**src/rtl/lwa_pkg.sv**
```systemverilog
package lwa_pkg;
  parameter int BYTE_W    = 9;
  parameter int NUM_BYTES = 4;
  localparam int WORD_W   = BYTE_W * NUM_BYTES;
  localparam int LANE_W   = $clog2(NUM_BYTES);

  typedef logic [NUM_BYTES-1:0][BYTE_W-1:0] byteVec_t;

  // control-to-datapath strobes
  typedef struct packed {
    logic              wrLoad;
    logic              wrLast;
    logic [LANE_W-1:0] wrLane;
    logic [1:0]        wrWidth;
    logic              wrSwap;
    logic [LANE_W-1:0] rdLane;
    logic [1:0]        rdWidth;
    logic              rdSwap;
  } strobe_t;

  function automatic logic [LANE_W-1:0] lastLane(input logic [1:0] width);
    case (width)
      2'b01:   return LANE_W'(1);
      2'b10:   return LANE_W'(NUM_BYTES - 1);
      default: return '0;
    endcase
  endfunction

  function automatic byteVec_t byteSwap(input byteVec_t w);
    byteVec_t r;
    for (int i = 0; i < NUM_BYTES; i++) r[i] = w[NUM_BYTES-1-i];
    return r;
  endfunction
endpackage

```
**src/rtl/lwa_ctrl.sv**
```systemverilog
module lwa_ctrl
  import lwa_pkg::*;
(
  input  logic       clk,
  input  logic       rstN,
  input  logic [1:0] widthSel,
  input  logic       swapEn,
  input  logic       wrValid,
  input  logic       rdReq,
  output strobe_t    st,
  output logic       popStrobe
);
  logic [LANE_W-1:0] wrCnt, rdCnt;
  logic [1:0]        wrWidthQ, rdWidthQ;
  logic              wrSwapQ, rdSwapQ;
  logic [1:0]        wrWidthA, rdWidthA;
  logic              wrSwapA, rdSwapA;
  logic              rdLast;

  // settings are taken live on lane 0, held for the rest of the word
  assign wrWidthA = (wrCnt == '0) ? widthSel : wrWidthQ;
  assign wrSwapA  = (wrCnt == '0) ? swapEn   : wrSwapQ;
  assign rdWidthA = (rdCnt == '0) ? widthSel : rdWidthQ;
  assign rdSwapA  = (rdCnt == '0) ? swapEn   : rdSwapQ;

  assign rdLast    = rdReq && (rdCnt == lastLane(rdWidthA));
  assign popStrobe = rdLast;

  always_comb begin
    st         = '0;
    st.wrLoad  = wrValid;
    st.wrLast  = wrValid && (wrCnt == lastLane(wrWidthA));
    st.wrLane  = wrCnt;
    st.wrWidth = wrWidthA;
    st.wrSwap  = wrSwapA;
    st.rdLane  = rdCnt;
    st.rdWidth = rdWidthA;
    st.rdSwap  = rdSwapA;
  end

  always_ff @(posedge clk) begin
    if (!rstN) begin
      wrCnt    <= '0;
      wrWidthQ <= '0;
      wrSwapQ  <= 1'b0;
      rdCnt    <= '0;
      rdWidthQ <= '0;
      rdSwapQ  <= 1'b0;
    end else begin
      if (wrValid) begin
        if (wrCnt == '0) begin
          wrWidthQ <= widthSel;
          wrSwapQ  <= swapEn;
        end
        wrCnt <= st.wrLast ? '0 : wrCnt + 1'b1;
      end
      if (rdReq) begin
        if (rdCnt == '0) begin
          rdWidthQ <= widthSel;
          rdSwapQ  <= swapEn;
        end
        rdCnt <= rdLast ? '0 : rdCnt + 1'b1;
      end
    end
  end


  wr_idle_hold_chk: assert property (@(posedge clk) disable iff (!rstN)
    !wrValid |=> $stable(wrCnt));

  rd_idle_hold_chk: assert property (@(posedge clk) disable iff (!rstN)
    !rdReq |=> $stable(rdCnt));

  wr_width_hold_chk: assert property (@(posedge clk) disable iff (!rstN)
    (wrCnt != '0) |=> ($stable(wrWidthQ) && $stable(wrSwapQ)));

  rd_width_hold_chk: assert property (@(posedge clk) disable iff (!rstN)
    (rdCnt != '0) |=> ($stable(rdWidthQ) && $stable(rdSwapQ)));

  wr_lane_range_chk: assert property (@(posedge clk) disable iff (!rstN)
    (wrCnt != '0) |-> (wrCnt <= lastLane(wrWidthQ)));

  pop_resets_lane_chk: assert property (@(posedge clk) disable iff (!rstN)
    popStrobe |=> (rdCnt == '0));
endmodule

```
**src/rtl/lwa_datapath.sv**
```systemverilog
module lwa_datapath
  import lwa_pkg::*;
(
  input  logic              clk,
  input  logic              rstN,
  input  strobe_t           st,
  input  logic [WORD_W-1:0] wrData,
  input  logic [WORD_W-1:0] headWord,
  output logic              pushValid,
  output logic [WORD_W-1:0] pushWord,
  output logic [WORD_W-1:0] rdData
);
  localparam int HALF_BYTES = NUM_BYTES / 2;

  byteVec_t inBytes, acc, nextAcc, view, outBytes;

  assign inBytes = wrData;
  assign view    = st.rdSwap ? byteSwap(headWord) : headWord;
  assign rdData  = outBytes;

  for (genvar b = 0; b < NUM_BYTES; b++) begin : g_pack
    logic              take;
    logic [BYTE_W-1:0] src;
    always_comb begin
      case (st.wrWidth)
        2'b01: begin
          take = (st.wrLane == LANE_W'(b / HALF_BYTES));
          src  = inBytes[b % HALF_BYTES];
        end
        2'b10: begin
          take = (st.wrLane == LANE_W'(b));
          src  = inBytes[0];
        end
        default: begin
          take = 1'b1;
          src  = inBytes[b];
        end
      endcase
      nextAcc[b] = take ? src : acc[b];
    end
  end

  for (genvar j = 0; j < NUM_BYTES; j++) begin : g_unpack
    always_comb begin
      case (st.rdWidth)
        2'b01: begin
          if (j < HALF_BYTES)
            outBytes[j] = view[LANE_W'(int'(st.rdLane) * HALF_BYTES + j)];
          else
            outBytes[j] = '0;
        end
        2'b10: begin
          if (j == 0) outBytes[j] = view[st.rdLane];
          else        outBytes[j] = '0;
        end
        default: outBytes[j] = view[j];
      endcase
    end
  end

  always_ff @(posedge clk) begin
    if (!rstN) begin
      acc       <= '0;
      pushValid <= 1'b0;
      pushWord  <= '0;
    end else begin
      pushValid <= st.wrLast;
      if (st.wrLoad) acc <= nextAcc;
      if (st.wrLast) pushWord <= st.wrSwap ? byteSwap(nextAcc) : nextAcc;
    end
  end


  push_after_last_chk: assert property (@(posedge clk) disable iff (!rstN)
    pushValid |-> $past(st.wrLast));
endmodule

```
**src/rtl/lane_width_adapter.sv**
```systemverilog
module lane_width_adapter
  import lwa_pkg::*;
(
  input  logic              clk,
  input  logic              rstN,
  input  logic [1:0]        widthSel,
  input  logic              swapEn,
  input  logic              wrValid,
  input  logic [WORD_W-1:0] wrData,
  output logic              pushValid,
  output logic [WORD_W-1:0] pushWord,
  input  logic              rdReq,
  input  logic [WORD_W-1:0] headWord,
  output logic [WORD_W-1:0] rdData,
  output logic              popStrobe
);
  strobe_t st;

  lwa_ctrl u_ctrl (
    .clk(clk), .rstN(rstN), .widthSel(widthSel), .swapEn(swapEn),
    .wrValid(wrValid), .rdReq(rdReq), .st(st), .popStrobe(popStrobe)
  );

  lwa_datapath u_dp (
    .clk(clk), .rstN(rstN), .st(st), .wrData(wrData), .headWord(headWord),
    .pushValid(pushValid), .pushWord(pushWord), .rdData(rdData)
  );


  full_width_push_chk: assert property (@(posedge clk) disable iff (!rstN)
    (wrValid && st.wrLane == '0 && (widthSel == 2'b00 || widthSel == 2'b11))
      |=> pushValid);
endmodule

```
**config.mk**
```make
export PLATFORM = sky130hd
export DESIGN_NAME = lane_width_adapter
export DESIGN_NICKNAME = d
export VERILOG_FILES = /design/src/rtl/lwa_pkg.sv /design/src/rtl/lwa_ctrl.sv /design/src/rtl/lwa_datapath.sv /design/src/rtl/lane_width_adapter.sv
export SDC_FILE = /design/constraint.sdc
export NUM_CORES = 1
export LEC_CHECK = 0
export ABC_AREA = 1
export CORE_ASPECT_RATIO = 1.1
export CORE_MARGIN = 2
export CORE_UTILIZATION = 45
export DETAILED_ROUTE_END_ITERATION = 12
export PLACE_DENSITY = 0.74
export SYNTH_ARGS = -nofsm -noshare
export SYNTH_HDL_FRONTEND = slang
export SYNTH_SLANG_ARGS = --single-unit
export TNS_END_PERCENT = 20
```
**constraint.sdc**
```tcl
create_clock -name clk -period 4.27 [get_ports clk]
set_clock_uncertainty 0.05 [all_clocks]
set_input_delay 1.281 -clock clk [delete_from_list [all_inputs] [get_ports clk]]
set_output_delay 1.281 -clock clk [all_outputs]
set_load 0.05 [all_outputs]
```
==> Yosys cells after proc, flatten, opt, wreduce, memory -nomap -nowiden <==
Index checks and enable logic that the tools add are counted.
{ "totals": {"ff_bits": 83, "out_inout_bits": 74, "elab_cells": 65} }
{ "op_classes": {"addsub": 3, "order_cmp": 3, "eq_ne": 9, "n_mux": 32, "reduce_logical": 6} }
{ "ops": {"columns": ["operator", "n"], "rows": [
  ["$mux W9", 13],
  ["$mux W36", 2],
  ["$pmux W9 S2", 3],
  ["$bmux W9 S2", 2],
  ["$eq A2 B2 Y1 const B", 4],
  ["$lt A2 B4 Y1 const B", 2],
  ["$mux W2", 4],
  ["$pmux W2 S2", 2],
  ["$add A2 B1 Y2 const B", 3],
  ["$eq A2 B1 Y1 const B", 3],
  ["$pmux W1 S2", 3],
  ["$eq A2 B2 Y1", 2],
  ["$logic_not A2 Y1", 2],
  ["$reduce_or A2 Y1", 2],
  ["$lt A2 B3 Y1 const B", 1],
  ["$mux W1", 3],
  ["$logic_and A1 B1 Y1", 2]
]} }

==> Logic depth before layout (Yosys ltp) <==
{ "logic_depth": {"ltp_word": 7, "depth_mapped": 17} }

==> Modules after synthesis <==
Synthesis repeated with hierarchy kept, for this count alone.
{ "unflattened": {"hier_cells": 1015, "hier_area_um2": 5915.7} }
{ "by_module_without_submodules": {"columns": ["mod", "instances", "cells_each", "area_each_um2", "seq_area_each_um2"], "rows": [
  ["lwa_datapath", 1, 922, 5301.3, 1461.4],
  ["lwa_ctrl", 1, 93, 614.3, 200.2]
]} }

==> Least setup slack after synthesis <==
Ideal clock, no wire load.
{ "synth_timing": {"path_type": "input to output", "start": "input port widthSel[0]", "end": "output port rdData[14]", "arrival_ns": 3.349, "required_time_ns": 2.939, "path_slack_ns": -0.410, "path_stages": 7, "path_buffers": 1, "cell_sequence": "nand2_1 -> o21ai_0 -> inv_1 -> ha_1 -> clkinv_1 -> clkbuf_1 -> o21ai_0"} }
{ "synth_lines": {"columns": ["item", "line", "text"], "rows": [
  ["start, declared", "lane_width_adapter.sv:6", "input logic [1:0] widthSel,"],
  ["end, declared", "lane_width_adapter.sv:14", "output logic [WORD_W-1:0] rdData,"]
]} }

==> impl_metrics.ini <==
[route]
vias = 6983
drt_first_pass_iters = 7
wl_met2_microns = 8990
met3WireLength_microns = 1350
wire_per_inst_microns = 14.4
antenna_left = 0
wl_met1_microns = 8430
drtIter0Drc = 581
drc = 0
drt-total-wl_microns = 19200
via_per_inst = 5.25
routed.top_layer = met4

[finish]
final_layout_size_suffix_gt1_share_pct = 10.3
antennaDiodeCount = 0
final_nets = 1256
design_area_sq_um = 8420
fin_util_pct = 64.3
final_common_cell = nand2_1
area_growth_pct = 40.4
nFillCells = 1200
layout_common_cells = nand2_1, nand3_1, inv_1, clkdlybuf4s50_1, dfxtp_1

[min_path]
holdPathEnd = u_dp.acc[24]$_SDFFE_PN0P_
worstHoldPathType = flop to flop
worst_hold_path.num_cells = 2
hold_start = u_dp.acc[24]$_SDFFE_PN0P_

[setup_path]
crit_path_top_delay_cell = ha_4
cp_max_fo = 19
path_class = primary input to output port
r2r-start = u_ctrl.wrCnt[0]$_SDFFE_PN0P_
crit_buf_inv = 6
cp_cell_sequence = dlygate4sd2_1, nand2_1, o21ai_1, inv_1, ha_4, clkinv_4, buf_12, o21ai_1, nand2_1, inv_1, buf_12
critPathLaunchType = primary input
critPathTopFamily = buffers and inverters
crit_path_end_kind = output port
max_stage_delay_ns = 0.30
cp_data_required_time_ns = 2.94
arrival_ns = 2.74
worstReg2RegEnd = u_dp.pushWord[14]$_SDFFE_PN0P_
worst-r2r-cell-count = 15
r2r_slack_ns = 1.06

[placed_design]
gp_congestion = 0.934
dpl-instance-area_sq_um = 8050
place_hpwl_microns = 14000
port_buffers = 152

[cts]
insertion_delay_ns = 0.34
clk_pin_slew_worst_paths_ns = 0.06
holdBufCountCts = 0
cts_sinks = 83
cts_tree = yes
clk_path_buf_depth = 2
numCtsBuffers = 9
htreeDepth = 3
clockRootBuffer = clkbuf_16

[yosys]
synth_cell_types = 24
syn_area_per_cell_sq_um = 5.83
synthesis.area_sq_um = 6000
synth_cells = 1029
ys_ff_latch = 83
synthesis.nets = 1120
seq_area_frac_synth_pct = 27.7
yosys_warnings = 0

[power]
cellLeakagePower_nw = 4.21
power.switching_w = 0.00199
powerDensity_nw_per_um2 = 513
power_frac_comb_pct = 59.5
p_clk_share_pct = 18.3
p_seq_share_pct = 22.2
p_int_w = 0.00234
p_sw_share_pct = 46.0
vdd_drop_max_uv = 278

[sta]
period_minus_slack_ns = 4.07
max_freq_ghz = 0.246
slew_headroom_pct = 55.2
rsz0062_at_grt = no
slew_violations = 0
setup_viol = 0
period_share_pct = 95.3
worstMarginPinSlew_ns = 0.671
hold_viol = 0

[floorplan]
die_height_microns = 125
die_area_sq_um = 14300
core_sq_um = 13100
rows = 44
dieWidth_microns = 114
start_util_pct = 45.8
ioPinCount = 153

[outcome]
status = complete, no violations

[global_route]
grt_max_degree = 66
grtUsageTotal_pct = 26.3
grt_pass1_wl_microns = 30700
overflow = 0
grt_pass1_vias = 6187
antenna_found_initial = 0

[flow_run]
cap_violations = 0
-- logic make-up (layout without fill, tap and decap cells) --
group           Yosys count  count (layout)  synth area share (%)
buf+inv                 217             358                  14.5
fa+ha+maj                12              12                  2.50
flops                    83              83                  27.7
compound gates          179             179                  16.5
simple gates            538             538                  38.8
-- worst reg2reg max path, delay by kind of cell, from the launching register on --
kind | cells | cell delay, ns
AOI/OAI and AO/OA | 1 | 0.48
adders and majority gates | 2 | 0.73
buffers and inverters | 6 | 1.04
DFF | 1 | 0.38
and+or+nand+nor | 6 | 0.48
-- sequential cells by signal, indices dropped and copies added, names as in the netlist --
signal,flops
u_dp.pushValid,1
u_ctrl.wrCnt,2
u_ctrl.rdSwapQ,1
u_ctrl.wrSwapQ,1
u_dp.acc,36
u_dp.pushWord,36
u_ctrl.rdCnt,2
u_ctrl.wrWidthQ,2
u_ctrl.rdWidthQ,2
-- routing by layer --
layer / global-route usage (%) / vias up
met1: 34.7 / 3065
met2: 44.0 / 284
met3: 3.54 / 38
met5: 0 / -
li1: - / 3596
met4: 8.90 / 0
-- cell usage after synthesis, drive strengths merged --
library cell  instances  area share [%]
inv                 153             9.6
o22ai                 1            0.10
or2                   5            0.52
clkinv                4            0.25
nor2                 75             4.8
ha                   12             2.5
o211ai               35             4.4
nand2               279              18
a21oi                53             4.4
o21ai                90             7.6
clkbuf               30             1.9
nand3               157              13
dfxtp                83              28
buf                  30             2.8
nand4                22             2.3
-- worst max-delay path by stage --
stage / startpoint / depth (start not counted) / to / slack [ns]
6_report: widthSel[0] / 11 / rdData[16] / 0.20
5_1_grt: widthSel[0] / 12 / rdData[16] / 0.10
4_1_cts: swapEn / 10 / rdData[2] / 0.02
3_5_place_dp: widthSel[0] / 11 / rdData[16] / -0.22
3_3_place_gp: widthSel[0] / 11 / rdData[13] / -0.20
2_1_floorplan: widthSel[0] / 7 / rdData[14] / -0.03
-- power groups by stage --
stage	Combinational (W)	Sequential, W	Clock, W
after detailed placement	0.00252	0.000974	0
after global routing	0.00277	0.000974	0.000833
after CTS	0.00256	0.000960	0.000797
after floorplan	0.00137	0.00119	0
after global placement	0.00250	0.000972	0
final	0.00257	0.000960	0.000789
-- through the flow --
stage | TNS [ns] | setup slack [ns] | total power (W) | hold WS, ns | std cells
global route | 0 | 0.104 | 0.00457 | 0.447 | 1331
global placement | -3.49 | -0.200 | 0.00347 | 0.411 | 1314
detailed placement | -4.28 | -0.224 | 0.00349 | 0.413 | 1314
CTS | 0 | 0.0204 | 0.00432 | 0.433 | 1331
finish | 0 | 0.199 | 0.00432 | 0.429 | 1331
floorplan | -0.0642 | -0.0321 | 0.00256 | 0.399 | 1029
-- area by class of cell --
class	count	area, sq um	area share (%)
clock inverters	6	65.1	0.773
well taps	161	201	2.39
inverters	157	598	7.10
flip-flops and latches	83	1660	19.7
repair buffers	185	2150	25.5
multi-input cells	729	3500	41.6
clock buffers	10	239	2.84
-- repair_timing --
action                     in CTS  in global routing
pin swaps                       1                  2
gates resized for setup        27                  8
setup endpoints to repair      37                 18
cloned                          0                  0
setup buffers                   1                  0
(Power assumes the default switching activity.)
